**config.mk**
```make
export PLATFORM = sky130hd
export DESIGN_NAME = pwf_handshake_ctrl
export DESIGN_NICKNAME = d
export VERILOG_FILES = /design/src/rtl/pwf_pkg.sv /design/src/rtl/pwf_sync.sv /design/src/rtl/pwf_fsm.sv /design/src/rtl/pwf_req_enc.sv /design/src/rtl/pwf_handshake_ctrl.sv
export SDC_FILE = /design/constraint.sdc
export NUM_CORES = 1
export LEC_CHECK = 0
export ABC_AREA = 1
export CORE_AREA = 2 2 39 41
export DETAILED_ROUTE_END_ITERATION = 7
export DIE_AREA = 0 0 41 43
export GPL_TIMING_DRIVEN = 0
export PLACE_DENSITY_LB_ADDON = 0.12
export SLEW_MARGIN = 0
export SYNTH_ARGS = -nofsm -noshare
export SYNTH_HDL_FRONTEND = slang
export SYNTH_SLANG_ARGS = --single-unit
```
**constraint.sdc**
```tcl
create_clock -name clk -period 1.28 [get_ports clk]
set_input_delay 0.384 -clock clk [delete_from_list [all_inputs] [get_ports clk]]
set_output_delay 0.384 -clock clk [all_outputs]
set_load 0.05 [all_outputs]
```
**src/rtl/pwf_pkg.sv**
```systemverilog
package pwf_pkg;

  typedef enum logic [2:0] {
    ST_IDLE   = 3'd0,
    ST_DRAIN  = 3'd1,
    ST_FLOAT  = 3'd2,
    ST_DECIDE = 3'd3,
    ST_FLUSH  = 3'd4,
    ST_OWNED  = 3'd5
  } pwf_state_e;

  // {flush_req_n, mem_req_n}
  typedef enum logic [1:0] {
    REQ_GAT  = 2'b00,
    REQ_PCI  = 2'b01,
    REQ_MEM  = 2'b10,
    REQ_IDLE = 2'b11
  } pwf_req_e;

  localparam int unsigned ASYNC_W = 3;
  localparam int unsigned IDX_HOLD  = 0;
  localparam int unsigned IDX_FLUSH = 1;
  localparam int unsigned IDX_ACK   = 2;

endpackage

```
**src/rtl/pwf_sync.sv**
```systemverilog
module pwf_sync #(
  parameter int unsigned WIDTH  = 3,
  parameter int unsigned STAGES = 2
) (
  input  logic             clk,
  input  logic             rst,
  input  logic [WIDTH-1:0] async_i,
  output logic [WIDTH-1:0] sync_o
);

  localparam int unsigned LAST = STAGES - 1;

  logic [WIDTH-1:0] stage_q [STAGES];

  always_ff @(posedge clk) begin
    if (rst) stage_q[0] <= '0;
    else     stage_q[0] <= async_i;
  end

  generate
    for (genvar s = 1; s < STAGES; s++) begin : g_stage
      always_ff @(posedge clk) begin
        if (rst) stage_q[s] <= '0;
        else     stage_q[s] <= stage_q[s-1];
      end
    end
  endgenerate

  assign sync_o = stage_q[LAST];

endmodule

```
**src/rtl/pwf_fsm.sv**
```systemverilog
module pwf_fsm
  import pwf_pkg::*;
(
  input  logic clk,
  input  logic rst,
  input  logic hold_s,
  input  logic flush_s,
  input  logic ack_s,
  input  logic busy,
  input  logic locked,
  output logic hold_ack,
  output logic float_en,
  output logic inhibit,
  output logic pci_flush,
  output logic done_drv
);

  pwf_state_e state_q, state_d;

  always_comb begin
    state_d = state_q;
    unique case (state_q)
      ST_IDLE:   if (hold_s) state_d = ST_DRAIN;
      ST_DRAIN: begin
        if (!hold_s)               state_d = ST_IDLE;
        else if (!busy && !locked) state_d = ST_FLOAT;
      end
      ST_FLOAT: begin
        if (!hold_s)      state_d = ST_IDLE;
        else if (!locked) state_d = ST_DECIDE;
      end
      ST_DECIDE: begin
        if (!hold_s)                state_d = ST_IDLE;
        else if (flush_s && !ack_s) state_d = ST_FLUSH;
      end
      ST_FLUSH: begin
        if (!hold_s)    state_d = ST_IDLE;
        else if (ack_s) state_d = ST_OWNED;
      end
      ST_OWNED:  if (!hold_s) state_d = ST_IDLE;
      default:   state_d = ST_IDLE;
    endcase
  end

  always_ff @(posedge clk) begin
    if (rst) state_q <= ST_IDLE;
    else     state_q <= state_d;
  end

  always_comb begin
    hold_ack  = (state_q == ST_DECIDE) || (state_q == ST_FLUSH) || (state_q == ST_OWNED);
    float_en  = hold_ack || (state_q == ST_FLOAT);
    inhibit   = (state_q != ST_IDLE);
    pci_flush = (state_q == ST_FLUSH) || (state_q == ST_OWNED);
    done_drv  = (state_q == ST_OWNED);
  end

endmodule

```
**src/rtl/pwf_req_enc.sv**
```systemverilog
module pwf_req_enc
  import pwf_pkg::*;
(
  input  logic clk,
  input  logic rst,
  input  logic pci_flush,
  input  logic gat_req,
  input  logic mem_req,
  output logic flush_req_n,
  output logic mem_req_n
);

  logic     gat_q, mem_q;
  pwf_req_e code;

  always_ff @(posedge clk) begin
    if (rst) begin
      gat_q <= 1'b0;
      mem_q <= 1'b0;
    end else begin
      gat_q <= gat_req;
      mem_q <= mem_req;
    end
  end

  always_comb begin
    if (pci_flush)  code = REQ_PCI;
    else if (gat_q) code = REQ_GAT;
    else if (mem_q) code = REQ_MEM;
    else            code = REQ_IDLE;
  end

  assign flush_req_n = code[1];
  assign mem_req_n   = code[0];

endmodule

```
**src/rtl/pwf_handshake_ctrl.sv**
```systemverilog
module pwf_handshake_ctrl
  import pwf_pkg::*;
#(
  parameter int unsigned SYNC_STAGES = 2
) (
  input  logic clk,
  input  logic rst,
  input  logic hold_req_i,
  input  logic flush_ctl_i,
  input  logic mem_ack_i,
  input  logic cyc_busy_i,
  input  logic locked_i,
  input  logic gat_req_i,
  input  logic mem_flush_req_i,
  output logic hold_ack_o,
  output logic new_cyc_inhibit_o,
  output logic bus_float_o,
  output logic flush_req_n_o,
  output logic mem_req_n_o,
  output logic flush_done_o
);

  logic [ASYNC_W-1:0] async_vec, sync_vec;
  logic hold_s, flush_s, ack_s, pci_flush;

  assign async_vec[IDX_HOLD]  = hold_req_i;
  assign async_vec[IDX_FLUSH] = flush_ctl_i;
  assign async_vec[IDX_ACK]   = mem_ack_i;

  pwf_sync #(.WIDTH(ASYNC_W), .STAGES(SYNC_STAGES)) u_sync (
    .clk     (clk),
    .rst     (rst),
    .async_i (async_vec),
    .sync_o  (sync_vec)
  );

  assign hold_s  = sync_vec[IDX_HOLD];
  assign flush_s = sync_vec[IDX_FLUSH];
  assign ack_s   = sync_vec[IDX_ACK];

  pwf_fsm u_fsm (
    .clk       (clk),
    .rst       (rst),
    .hold_s    (hold_s),
    .flush_s   (flush_s),
    .ack_s     (ack_s),
    .busy      (cyc_busy_i),
    .locked    (locked_i),
    .hold_ack  (hold_ack_o),
    .float_en  (bus_float_o),
    .inhibit   (new_cyc_inhibit_o),
    .pci_flush (pci_flush),
    .done_drv  (flush_done_o)
  );

  pwf_req_enc u_enc (
    .clk         (clk),
    .rst         (rst),
    .pci_flush   (pci_flush),
    .gat_req     (gat_req_i),
    .mem_req     (mem_flush_req_i),
    .flush_req_n (flush_req_n_o),
    .mem_req_n   (mem_req_n_o)
  );

endmodule

```
==> impl_metrics.toml <==
[run]
max_cap_violations = 0

[critical_path]
cp-end-kind = "output port"
arrival_ns = 1.10
critPathLaunchType = "register"
critPathMaxFanout = 8
crit_required_ns = 0.90
path_class = "reg2out"

[finish]
syn_to_final_growth_pct = 61.6
layout-drive-gt1-share_pct = 43.5
diodes = 0
instances_no_fill = 131
final_core_util_pct = 69.3
finalNetCount = 125
fillers = 111

[timing]
clock_skew_ns = 0.00172
setup_tns_ns = -1.36
hold_ws_ns = 0.339
max_slew_margin_pct = 83.6
clock.fmax_mhz = 672
worstMarginPinSlew_ns = 0.243
fin_crit_sh_pct = 116
fin_crit_ns = 1.49
finalHoldViolCount = 0
slew_viol_final = 0
timing.final.ws_setup_ns = -0.208
rsz0062_at_grt = "true"
setup_viol = 9

[placement]
hpwl_um = 839
place_inst = 122
gp_congestion = 0.746
port-buffer-count = 13

[pwr]
p_leak_nw = 0.465
finalPower_w = 0.00249
ir_worst_vdd_mv = 1.08
powerDensity_mw_per_mm2 = 2590

[global_routing]
grt_max_degree = 10
grt_overflow_total = 0
antenna_found_initial = 0
track_usage_pct = 15.9
grt_pass1_vias = 501
grt_pass1_wl_mm = 1.90

[clock_tree]
path_clk_slew_ns = 0.07
cts_tree = "built"
numCtsBuffers = 3
insertion_delay_ns = 0.26
cts.sinks = 11
htreeDepth = 1
cts-root-buf = "clkbuf_4"
clockBufferDepth = 2

[logic_synthesis]
avgSynthCellArea_um2 = 6.38
syn_nets = 102
ys_ff_latch = 11
synth.distinct_cells = 13
syn_area_um2 = 593
synth_cells = 93
synth_warnings = 0
ys_seq_area_share_pct = 37.1

[run_status]
status = "finished, violations left"
violations = "negative setup slack"

[die]
die_w_um = 41
die_h_um = 43
dieArea_mm2 = 0.00176
rows = 14
io_pins = 15
start_util_pct = 42.9
core_area_mm2 = 0.00138

[drt]
drtAntennaViolNets = 0
first_pass_iters = 6
wirelength_mm = 1.34
num_vias = 611
drtIter0Drc = 4
drc = 0
post_drt_wl_per_cell_um = 10.2
via_per_inst = 4.66

[worst_hold_path]
min_path_type = "in2reg"
==> routing by layer <==
| metal | share of wire [%] | global-route usage (%) |
|---|---|---|
| met1 | 40 | 17.8 |
| met3 | 4.4 | 3.14 |
| met5 | 0 | 0 |
| met2 | 54 | 25.6 |
| met4 | 0.97 | 10.0 |
==> registers in the layout, summed over array words and instances (netlist names) <==
register	cells
u_fsm.state_q	3
u_enc.mem_q	1
u_enc.gat_q	1
u_sync.stage_q	6
==> where the power goes <==
| group | switching [W] | leakage (nW) | internal (W) |
|---|---|---|---|
| Sequential | 0.000158 | 0.0931 | 0.000429 |
| Combinational | 0.000977 | 0.354 | 0.000693 |
| Clock | 0.000114 | 0.0177 | 0.000115 |
==> final timing paths <==
| check | startpoint | end | slack (ns) | depth (start not counted) |
|---|---|---|---|---|
| max | u_fsm.state_q[1]$_SDFFE_PP0P_ | mem_req_n_o | -0.21 | 4 |
| min | rst | u_sync.stage_q[0][0]$_SDFF_PP0_ | 0.34 | 2 |
| max reg2reg | u_fsm.state_q[2]$_SDFFE_PP0P_ | u_fsm.state_q[0]$_SDFFE_PP0P_ | -0.11 | 10 |
| min reg2reg | u_sync.stage_q[0][2]$_SDFF_PP0_ | u_sync.stage_q[1][2]$_SDFF_PP0_ | 0.40 | 2 |
==> area by class of cell <==
type                       count  area [µm²]  area share (%)
timing repair buffer          20         213            22.2
multi-input combinational     60         383            39.9
tap                           16        20.0            2.09
buffer                         1        7.51           0.783
inverter                      19        76.3            7.96
clock buffer                   3        22.5            2.35
sequential                    11         231            24.2
clock inverter                 1        5.00           0.522
==> logic make-up after synthesis <==
group	Yosys count	synth area share, %
compound gates	5	5.49
buf+inv	22	17.1
flops	11	37.1
simple gates	55	40.3
==> through the flow <==
stage                     instance area (µm²)  worst slack [ns]
after CTS                                 885            -0.267
after detailed placement                  762            -0.760
after global routing                      958            -0.258
after floorplan                           612           -0.0706
after global placement                    762            -0.752
final                                     958            -0.208
==> cell usage after synthesis <==
library cell / instances / share of area [%]
inv_1: 19 / 12
nand3_1: 10 / 8.4
buf_6: 2 / 3.8
nand2_1: 16 / 10
nand2_2: 4 / 4.2
a21oi_2: 1 / 1.5
dfxtp_1: 11 / 37
buf_4: 1 / 1.3
o21ai_0: 3 / 2.5
o21ai_2: 1 / 1.5
nor2_4: 1 / 1.9
nor2_1: 23 / 15
nor2_2: 1 / 1.1
==> worst max-delay path, cell delays in order (launching register included) <==
cell,delay [ns]
dfxtp_4,0.40
nor2_4,0.14
inv_2,0.07
o21ai_2,0.06
buf_6,0.17
==> cell usage in the layout (no fill, tap or decap) <==
cell type	instances
nor2_1	18
buf_8	3
nor2_2	2
nand3_4	2
inv_1	15
buf_4	5
nor2_4	5
clkbuf_4	3
nand2_4	2
inv_2	3
o21ai_2	2
a21oi_2	1
inv_6	1
buf_6	6
nand3_2	7
nand3_1	1
o21ai_0	2
clkdlybuf4s50_1	7
dfxtp_1	8
clkinv_2	1
dfxtp_4	3
nand2_2	4
nand2_1	14
==> timing repair <==
action,in CTS,in global routing
hold buffers,0,0
endpoints found under the setup margin,9,9
gates resized for setup,62,18
buffers inserted,6,1
pin swaps,4,10
Note: power is estimated with default switching activity, not from simulation.
